**config.mk**
```make
export PLATFORM = sky130hd
export DESIGN_NAME = nand_cmd_if
export DESIGN_NICKNAME = d
export VERILOG_FILES = /design/src/rtl/nand_cmd_if.sv
export SDC_FILE = /design/constraint.sdc
export NUM_CORES = 1
export LEC_CHECK = 0
export CAP_MARGIN = 20
export CORE_UTILIZATION = 30
export DETAILED_ROUTE_END_ITERATION = 10
export HOLD_SLACK_MARGIN = 0.05
export PLACE_DENSITY_LB_ADDON = 0.25
export SETUP_SLACK_MARGIN = 0.15
export SLEW_MARGIN = 10
export SYNTH_ARGS = -nofsm -noshare
export SYNTH_HDL_FRONTEND = slang
export SYNTH_SLANG_ARGS = --single-unit
```
**constraint.sdc**
```tcl
create_clock -name clk -period 3.4 [get_ports clk]
set_input_delay 1.02 -clock clk [delete_from_list [all_inputs] [get_ports clk]]
set_output_delay 1.02 -clock clk [all_outputs]
set_load 0.02 [all_outputs]
```
**src/rtl/nand_cmd_if.sv**
```systemverilog
module nand_cmd_if #(
  parameter int          TRST_CYC = 20,
  parameter logic [7:0]  MAKER_ID = 8'hAD,
  parameter logic [31:0] DEV_ID   = 32'h5AC3_1127
) (
  input  logic       clk,
  input  logic       rst_n,
  input  logic [7:0] io_in,
  input  logic       cmd_latch,
  input  logic       addr_latch,
  input  logic       chip_en_n,
  input  logic       wr_en_n,
  input  logic       rd_en_n,
  input  logic       wprot_n,
  input  logic [7:0] edc_reg,
  output logic [7:0] io_out,
  output logic       io_oe,
  output logic       ready
);
  localparam int         CW       = $clog2(TRST_CYC + 1);
  localparam int         ID_LEN   = 5;
  localparam logic [7:0] OP_DATA  = 8'h00;
  localparam logic [7:0] OP_STAT  = 8'h70;
  localparam logic [7:0] OP_EDC   = 8'h7B;
  localparam logic [7:0] OP_ID    = 8'h90;
  localparam logic [7:0] OP_RESET = 8'hFF;

  typedef enum logic [2:0] {MD_DATA, MD_STAT, MD_EDC, MD_IDWAIT, MD_ID} mode_t;

  mode_t         mode;
  logic [CW-1:0] busy_cnt;
  logic [2:0]    id_idx;
  logic          we_q, rd_q;
  logic [7:0]    id_byte, rd_byte;

  assign ready = (busy_cnt == '0);

  wire we_rise = !we_q && wr_en_n && !chip_en_n;
  wire cmd_ev  = we_rise && cmd_latch && !addr_latch;
  wire addr_ev = we_rise && addr_latch && !cmd_latch;
  wire cmd_ok  = cmd_ev && (ready || io_in == OP_STAT);
  wire rst_go  = cmd_ok && io_in == OP_RESET;
  wire rd_act  = !chip_en_n && !rd_en_n;
  wire rd_end  = rd_q && !rd_act;

  always_ff @(posedge clk or negedge rst_n) begin
    if (!rst_n) begin
      mode     <= MD_DATA;
      busy_cnt <= '0;
      id_idx   <= '0;
      we_q     <= 1'b1;
      rd_q     <= 1'b0;
    end else begin
      we_q <= wr_en_n;
      rd_q <= rd_act;
      if (rst_go)      busy_cnt <= CW'(TRST_CYC);
      else if (!ready) busy_cnt <= busy_cnt - 1'b1;
      if (cmd_ok) begin
        id_idx <= '0;
        case (io_in)
          OP_STAT: mode <= MD_STAT;
          OP_EDC:  mode <= MD_EDC;
          OP_ID:   mode <= MD_IDWAIT;
          default: mode <= MD_DATA;
        endcase
      end else if (addr_ev && mode == MD_IDWAIT) begin
        id_idx <= '0;
        mode   <= (io_in == OP_DATA) ? MD_ID : MD_DATA;
      end else if (rd_end && mode == MD_ID) begin
        id_idx <= (id_idx == 3'(ID_LEN - 1)) ? 3'd0 : id_idx + 3'd1;
      end
    end
  end

  always_comb begin
    case (id_idx)
      3'd1:    id_byte = DEV_ID[31:24];
      3'd2:    id_byte = DEV_ID[23:16];
      3'd3:    id_byte = DEV_ID[15:8];
      3'd4:    id_byte = DEV_ID[7:0];
      default: id_byte = MAKER_ID;
    endcase
    case (mode)
      MD_STAT: rd_byte = {wprot_n, ready, 6'b0};
      MD_EDC:  rd_byte = edc_reg;
      MD_ID:   rd_byte = id_byte;
      default: rd_byte = 8'h00;
    endcase
  end

  assign io_oe  = rd_act && (mode == MD_STAT || mode == MD_EDC || mode == MD_ID);
  assign io_out = io_oe ? rd_byte : 8'h00;

  AST_OE_STROBES: assert property (@(posedge clk) disable iff (!rst_n)
    io_oe |-> (!chip_en_n && !rd_en_n));
  AST_MODE_HOLD: assert property (@(posedge clk) disable iff (!rst_n)
    (!cmd_ev && !addr_ev) |=> $stable(mode));
  AST_ID_RANGE: assert property (@(posedge clk) disable iff (!rst_n)
    id_idx < 3'(ID_LEN));
  AST_RESET_BUSY: assert property (@(posedge clk) disable iff (!rst_n)
    rst_go |=> (!ready && mode == MD_DATA));
  AST_NO_RELOAD: assert property (@(posedge clk) disable iff (!rst_n)
    !ready |=> (busy_cnt == $past(busy_cnt) - 1'b1));
  AST_BUSY_BLOCK: assert property (@(posedge clk) disable iff (!rst_n)
    (cmd_ev && !ready && io_in != OP_STAT) |=> $stable(mode));
endmodule

```
### Word-level counts from Yosys, hierarchy flattened

Cells that the tools add are included.
Widths: inputs -> output; s select.

| cells by class | value |
|---|---|
| bitwise operators | 0 |
| div/mod/pow operators | 0 |
| magnitude comparators | 0 |
| eq/ne operators | 13 |
| reduce and logical (&&, ||, !) cells | 26 |
| add/sub/neg operators | 2 |
| mux-type cells | 13 |
| shift-type cells | 0 |
| multiply operators | 0 |

Operators with widths:

| kind | number |
|---|---|
| $pmux 8 s4 | 1 |
| $pmux 8 s3 | 1 |
| $mux 3 | 7 |
| $eq 8x7->1 const B | 2 |
| $eq 8x8->1 const B | 2 |
| $logic_and 1x1->1 | 13 |
| $eq 3x2->1 const B | 4 |
| $mux 5 | 2 |
| $logic_not 8->1 | 1 |
| $mux 8 | 1 |
| $eq 3x1->1 const B | 2 |
| $eq 3x3->1 const B | 2 |
| $logic_not 1->1 | 6 |
| $pmux 2 s3 | 1 |
| $logic_not 5->1 | 1 |
| $sub 5x1->5 const B | 1 |
| $add 3x1->3 const B | 1 |
| $logic_or 1x1->1 | 3 |
| $reduce_bool 3->1 | 1 |
| $ne 2x1->1 const B | 1 |
| $reduce_bool 2->1 | 1 |

| storage, ports and cells | value |
|---|---|
| memory bits (writable) | 0 |
| latch bits | 0 |
| output and inout bits | 10 |
| bits in read-only memories | 0 |
| input port bits | 24 |
| word-level logic and storage cells | 59 |
| memories kept | 0 |
| flip-flop bits (word level) | 13 |

### Depth between registers and ports, before layout

Gate-level depths: netlist of run 1.

| logic depth | value |
|---|---|
| depth after elaboration | 8 |
| mapped depth | 6 |
| gate-level depth less buffers | 6 |

### Least setup slack after synthesis of run 1

Ideal clock, no wire load.

| timing path | value |
|---|---|
| path type | flip-flop to output port |
| start | reg id_idx[0] |
| end | out io_out[3] |
| arrival time | 2,019 ps |
| path slack | 361 ps |
| required time | 2,380 ps |
| path buffers | 0 |
| stages on the path, launching flop included | 7 |
| cells stage by stage | dfrtp_1 > inv_1 > ha_1 > or2_2 > mux2_2 > or3b_2 > a21oi_1 |

| on the way | value |
|---|---|
| word-level cells in the longest chain between the ends | 4 |
| elaborated cells on any way between the ends | 7 |
| those cells by class | 4 x eq/ne; 3 x mux |

Ends and longest elaborated chain:

| item | line | text |
|---|---|---|
| start, declared | 32 | `logic [2:0] id_idx;` |
| start signal, assigned | 70 | `id_idx <= (id_idx == 3'(ID_LEN - 1)) ? 3'd0 : id_idx + 3'd1;` |
| $eq 3x3->1, or another cell as far along | 76 | `case (id_idx)` |
| $pmux 8 s4 * | 76 |  |
| $pmux 8 s3 * | 83 | `case (mode)` |
| $mux 8 * | 92 | `assign io_out = io_oe ? rd_byte : 8'h00;` |
| end, declared | 16 | `output logic [7:0] io_out,` |

Every way passes the cells marked *; elsewhere a longest branch is shown, timed or not.

### Final worst setup path of run 1

| timing path | value |
|---|---|
| start | in chip_en_n |
| end | out io_out[0] |

| on the way | value |
|---|---|
| word-level cells in the longest chain between the ends | 4 |

Ends and longest elaborated chain:

| item | line | text |
|---|---|---|
| start, declared | 11 | `input logic chip_en_n,` |
| $logic_not 1->1 | 43 | `wire rd_act = !chip_en_n && !rd_en_n;` |
| $logic_and 1x1->1 | 43 |  |
| net rd_act | 43 |  |
| $logic_and 1x1->1 | 91 | `assign io_oe = rd_act && (mode == MD_STAT \|\| mode == MD_EDC \|\| mode == MD_ID);` |
| $mux 8 | 92 |  |

The timed path passes the listed nets, and every way through them passes these cells.

==> impl_results.md, run 1 <==
* Crit-path max cell delay at 0.44 ns
* Largest net degree at the start of global routing at 14
* Setup violators final at 0
* Crit Path Class: input port to output pin
* Register bit count reported by yosys at 13
* EDFF count, synth at 0
* PwrDens at 324 nW/um^2
* CP max FO at 4
* Max-slew violations at 0
* Hold Buf Count CTS at 0
* CTS tree: yes
* Placed Cells at 209
* Setup TNS at 0 ns
* Worst endpoint required time at 2.38 ns
* Detailed-placement wirelength estimate at 2140 um
* Final worst clock skew at approximately 0.0027 ns
* Drt wl/cell at 12.4 um
* Lkg Pwr at around 0.7 nW
* Worst-path clk slew at ~0.07 ns
* Synth top cells by count: dfrtp_1 (12), nand2_1 (10), a21oi_1 (8), nor2_1 (8), o21ai_0 (8)
* Vias/cell at 4.94
* Area growth syn-to-layout at 48.3%
* Clk Latency, worst-skew pair at 0.27 ns
* Layout cell share with drive strength beyond 1 at 25.4%
* Initial antenna violation count at 0
* Placed cell area at 1540 um^2
* Die width at 61.4 um
* Final GP Congestion at 0.848
* # nets final at 201
* Synth Cell Area at 1060 um^2
* MaxCap Viol Count at 0
* Area of the multi-input gates at 711 um^2
* Worst slew pin tran at 0.556 ns
* Ant diodes at 0
* Fmax at approximately 0.31 GHz
* IO Pins at 34
* Sequential area share after synthesis at 30.9%
* Min Tclk post-route at 3.18 ns
* Fin crit share at 93.6%
* Root buffer cell: clkbuf_4
* TritonCTS buffer count at 3
* Top_reg_cell synth: dfrtp_1
* Critical-path top delay cell: clkdlybuf4s50_1
* Most common cell in the synthesized netlist: dfrtp_1
* Syn nets at about 150
* Chip height at 61.4 um
* Distinct cells, synth at 41
* Cell Chain, Critical Path: clkdlybuf4s50_1, nor2_2, o211ai_1, buf_4, a31oi_1, buf_4
* Clock Path Buffers at 2
* Number of global-route vias before repair at 949
* Post-Route WL at 2660 um
* Synth top area cells: dfrtp_1 (28%), ha_1 (8.3%), a21oi_1 (3.8%)
* PortBufs at 33
* Synthesis Warnings at 0
* Row cnt at 21
* Register Area at 327 um^2
* WP data arrival at 2.16 ns
* Worst setup EP type: output pin
* H-tree levels at 1
* Synth async-reset ratio at 100%
* Mean area per synthesized cell at 8.82 um^2
* Initial DRC Count at 20
* Worst hold path class: flop to flop
* Final ANT Viol Nets at 0
* Critical path's most frequent cell: buf_4
* Endpoints failing hold at 0
* GR Util All Layers at 14.0%
* Startpoint Class: input port
* Peak ir drop on the vdd network at 308 uV
* Hold WS at 0.550 ns
* Post-layout instance area at 1570 um^2
* First-pass GRT wire length at 3930 um
* DR pass1 iterations at 4
* RSZ-0062 raised after global routing: false
* Post-synth top area cell: dfrtp_1
* Remaining Overflow, GRT at 0
* Yosys top cell area share at 28.4%
* Die ar. at around 3800 um^2
* Drc violations at 0
* Slew Limit Headroom at a little over three fifths
* Core Util, Final at a little under half
* Non-filler cells, final at 215
* Effective utilization at floorplan at 31.5%
* Synth Instances at 120
* Via count at 1,063
* Outcome: complete, no violations
* Clock Sinks at 13
* Core area at 3360 um^2
* Filler Cell Count at 364
## final cells by class
class	instances	area share, %
Tap cell	46	3.67
Sequential cell	13	20.8
Inverter	7	1.67
Clock buffer	4	1.67
Timing Repair Buffer	49	26.9
Multi-Input combinational cell	96	45.3
## layout by cell type (no fill, tap or decap), types with 2 or more instances in the layout
cell type / instances
buf_4: 18
nand4_1: 2
inv_1: 6
and3b_1: 2
nand2_1: 10
a21oi_2: 2
and2_1: 4
clkbuf_2: 2
mux2i_1: 4
dfrtp_1: 12
ha_1: 6
nor2_1: 7
a22oi_1: 2
nor2b_1: 2
nor3b_1: 5
nand3b_1: 4
clkdlybuf4s50_1: 23
xor2_1: 2
o21ai_0: 8
a31oi_1: 2
a21oi_1: 6
xnor2_1: 2
nor4_1: 2
clkbuf_4: 3
nand3_1: 3
buf_2: 3
## stage by stage
stage	total power (W)	setup slack (ns)
2_1_floorplan	0.000340	0.361
3_3_place_gp	0.000406	-0.221
3_5_place_dp	0.000419	-0.281
4_1_cts	0.000515	0.153
5_1_grt	0.000545	0.159
6_report	0.000508	0.219
## where the power goes
| group | leakage [nW] | total, W | switching [W] | internal [W] |
|---|---|---|---|---|
| Combinational | 0.500 | 0.000190 | 0.0000813 | 0.000109 |
| Sequential | 0.167 | 0.000226 | 0.0000371 | 0.000189 |
| Clock | 0.0150 | 0.0000927 | 0.0000473 | 0.0000454 |
## worst paths after layout
path / startpoint / end / slack [ns] / cells past startpoint
worst max-delay path: chip_en_n / io_out[0] / 0.22 / 6
worst min-delay path: busy_cnt[3] / busy_cnt[3] / 0.55 / 1
worst max register to register: busy_cnt[0] / busy_cnt[1] / 1.30 / 7
worst min register to register: busy_cnt[3] / busy_cnt[3] / 0.55 / 1
max in group asynchronous: rst_n / we_q / 1.93 / 1
min in group asynchronous: rst_n / busy_cnt[1] / 1.11 / 1
## registers in the layout, summed over array words and instances, names as in the netlist
register,cells
id_idx,3
rd_q,1
we_q,1
mode,3
busy_cnt,5
## per-layer routing
metal / GRT usage (%) / vias to the layer above / part of all wire, %
met3: 1.68 / 0 / 5.3
li1: - / 526 / -
met4: 4.76 / 0 / 0
met5: 0 / - / 0
met1: 16.0 / 507 / 43
met2: 26.7 / 30 / 51
## critical path, delay by kind of cell
family	cells	cell delay, ns
buffers and inverters	3	0.77
AOI/OAI and AO/OA	2	0.25
and+or+nand+nor	1	0.12
## cell families after synthesis
kind of cell	count (synthesis)	synth area share, %
fa+ha+maj	7	8.27
compound gates	26	15.4
mux	5	4.85
flops	13	30.9
xor+xnor	4	3.31
simple gates	54	33.3
buf+inv	11	4.02
## timing repair
item,in CTS,in global routing
pin swaps,0,3
setup buffers,2,0
gates resized for setup,35,11
setup endpoints to repair,9,5
(Power assumes the default switching activity.)
==> run 2, diff against run 1 <==
- CORE_MARGIN: not set -> 4
==> impl_results.md, run 2 (synthesis gave the netlist of run 1 again) <==
* Final worst clock skew at 0.00595 ns (was 0.00265 ns)
* Worst hold path class: flop to flop (unchanged)
* Drc violations at 0 (unchanged)
* TritonCTS buffer count at 3 (unchanged)
* Effective utilization at floorplan at 31.5% (unchanged)
* Die width at 67.4 um (was 61.4 um)
* Sw Share at 32.2% (was 32.6%)
* Crit Path Class: input port to output pin (unchanged)
* Row cnt at 21 (unchanged)
* Chip height at 67.4 um (was 61.4 um)
* Detailed-placement wirelength estimate at 2180 um (was 2140 um)
* First-pass GRT wire length at 4490 um (was 3930 um)
* Post-layout instance area at 1580 um^2 (was 1570 um^2)
* Layout cell share with drive strength beyond 1 at 24.7% (was 25.4%)
* Clk Latency, worst-skew pair at 0.28 ns (was 0.27 ns)
* PwrDens at 319 nW/um^2 (was 324 nW/um^2)
* Outcome: complete, no violations (unchanged)
* Worst setup EP type: output pin (unchanged)
* Remaining Overflow, GRT at 0 (unchanged)
* RSZ-0062 raised after global routing: false (unchanged)
* MaxCap Viol Count at 0 (unchanged)
* Reg power frac at 44.9% (was 44.4%)
* Largest register FFs at 5 (unchanged)
* Max-slew violations at 0 (unchanged)
* Core area at 3360 um^2 (unchanged)
* Final WS setup at 0.242 ns (was 0.219 ns)
* Ant diodes at 0 (unchanged)
* Min Tclk post-route at 3.16 ns (was 3.18 ns)
* Initial DRC Count at 24 (was 20)
* Slew Limit Headroom at 62.5% (was 62.8%)
* Most frequent cells in the layout: clkdlybuf4s50_1 (22), buf_4 (19), dfrtp_1 (12) (was clkdlybuf4s50_1 (23), buf_4 (18), dfrtp_1 (12))
* Final GP Congestion at 0.886 (was 0.848)
* Peak ir drop on the vdd network at 272 uV (was 308 uV)
* Setup violators final at 0 (unchanged)
* IO Pins at 34 (unchanged)
* Pint at 0.000342 W (was 0.000343 W)
* Fmax at 0.317 GHz (was 0.314 GHz)
* Final ANT Viol Nets at 0 (unchanged)
* Root buffer cell: clkbuf_4 (unchanged)
* H-tree levels at 1 (unchanged)
* Endpoints failing hold at 0 (unchanged)
* Vias/cell at 4.76 (was 4.94)
* Placed cell area at 1530 um^2 (was 1540 um^2)
* Switch Pwr at 0.000162 W (was 0.000166 W)
* Total Power at 0.000504 W (was 0.000508 W)
* Drt wl/cell at 12.4 um (about the same)
* Initial antenna violation count at 0 (unchanged)
* Lkg Pwr at 0.679 nW (was 0.682 nW)
* Worst endpoint required time at 2.38 ns (about the same)
* WP data arrival at 2.14 ns (was 2.16 ns)
* DR pass1 iterations at 4 (unchanged)
* PortBufs at 33 (unchanged)
* Fin crit share at 92.9% (was 93.6%)
* Post-Route WL at 2680 um (was 2660 um)
* Dpl ws at -0.360 ns (was -0.281 ns)
* GR Util All Layers at 12.7% (was 14.0%)
* Setup TNS at 0 ns (unchanged)
* Clock Path Buffers at 2 (unchanged)
* Number of global-route vias before repair at 1,038 (was 949)
* Startpoint Class: input port (unchanged)
* Largest regs: busy_cnt x5, id_idx x3, mode x3 (unchanged)
* Die ar. at 4540 um^2 (was 3770 um^2)
* Clock group share of total power at 18.5% (was 18.2%)
* Clock Sinks at 13 (unchanged)
* CTS tree: yes (unchanged)
* Largest net degree at the start of global routing at 14 (unchanged)
* Worst slew pin tran at 0.561 ns (was 0.556 ns)
* Hold WS at 0.556 ns (was 0.550 ns)
* Comb pwr share at 36.6% (was 37.4%)
* Area growth syn-to-layout at 49.1% (was 48.3%)
* # nets final at 202 (was 201)
* Most flops, register: busy_cnt (unchanged)
* Via count at 1,029 (was 1,063)
* Commonest non-fill, non-tap cell in the layout: clkdlybuf4s50_1 (unchanged)
* Worst-path clk slew at 0.08 ns (was 0.07 ns)
* CP max FO at 2 (was 4)
run 2: what timing repair did:
action / in CTS / in global routing
pin swaps: 2 / 1
setup endpoints to repair: 9 / 2
resized for setup: 38 / 7
hold buffers: 0 / 0
setup buffers: 4 / 0
run 2: path summary, 6_finish.rpt:
path,startpoint,to,slack [ns],cells after the start
setup / recovery,rd_en_n,io_out[0],0.24,7
hold / removal,busy_cnt[3],busy_cnt[3],0.56,1
setup reg to reg,busy_cnt[0],busy_cnt[1],1.29,7
hold reg to reg,busy_cnt[3],busy_cnt[3],0.56,1
max in group asynchronous,rst_n,we_q,1.92,1
min in group asynchronous,rst_n,busy_cnt[3],1.10,1
run 2: power by group through the flow:
| stage | Clock (W) | Sequential (W) | Combinational [W] |
|---|---|---|---|
| global route | 0.000102 | 0.000231 | 0.000207 |
| floorplan | 0 | 0.000222 | 0.000119 |
| CTS | 0.0000974 | 0.000227 | 0.000187 |
| finish | 0.0000930 | 0.000226 | 0.000185 |
| global placement | 0 | 0.000227 | 0.000179 |
| detailed placement | 0 | 0.000229 | 0.000184 |
run 2: final cells by class:
cell class                 count  area (um^2)
fill                         355         1790
multi-input combinational     96          711
timing repair buffer          50          430
sequential                    13          327
tap                           46         57.6
clock buffer                   4         26.3
inverter                       7         26.3
run 2: metal layers:
metal  vias to the layer above  routed length [um]  track usage [%]
met5                         -                   0                0
met4                         0                  41             3.80
met3                         6                 228             2.66
met2                        38                1260             22.3
met1                       455                1150             15.4
li1                        530                   -                -
run 2: per-stage QoR:
stage | util [%] | cells
2_1_floorplan | - | 120
3_3_place_gp | 45.4 | 208
3_5_place_dp | 45.4 | 208
4_1_cts | 46.2 | 216
5_1_grt | 46.9 | 216
6_report | 46.9 | 216
run 2: critical path: stages:
cell and delay, ns:
dlygate4sd2_1 0.25, nor2_2 0.15, o211ai_1 0.13, buf_4 0.16, buf_4 0.12, a31oi_1 0.14
buf_4 0.17
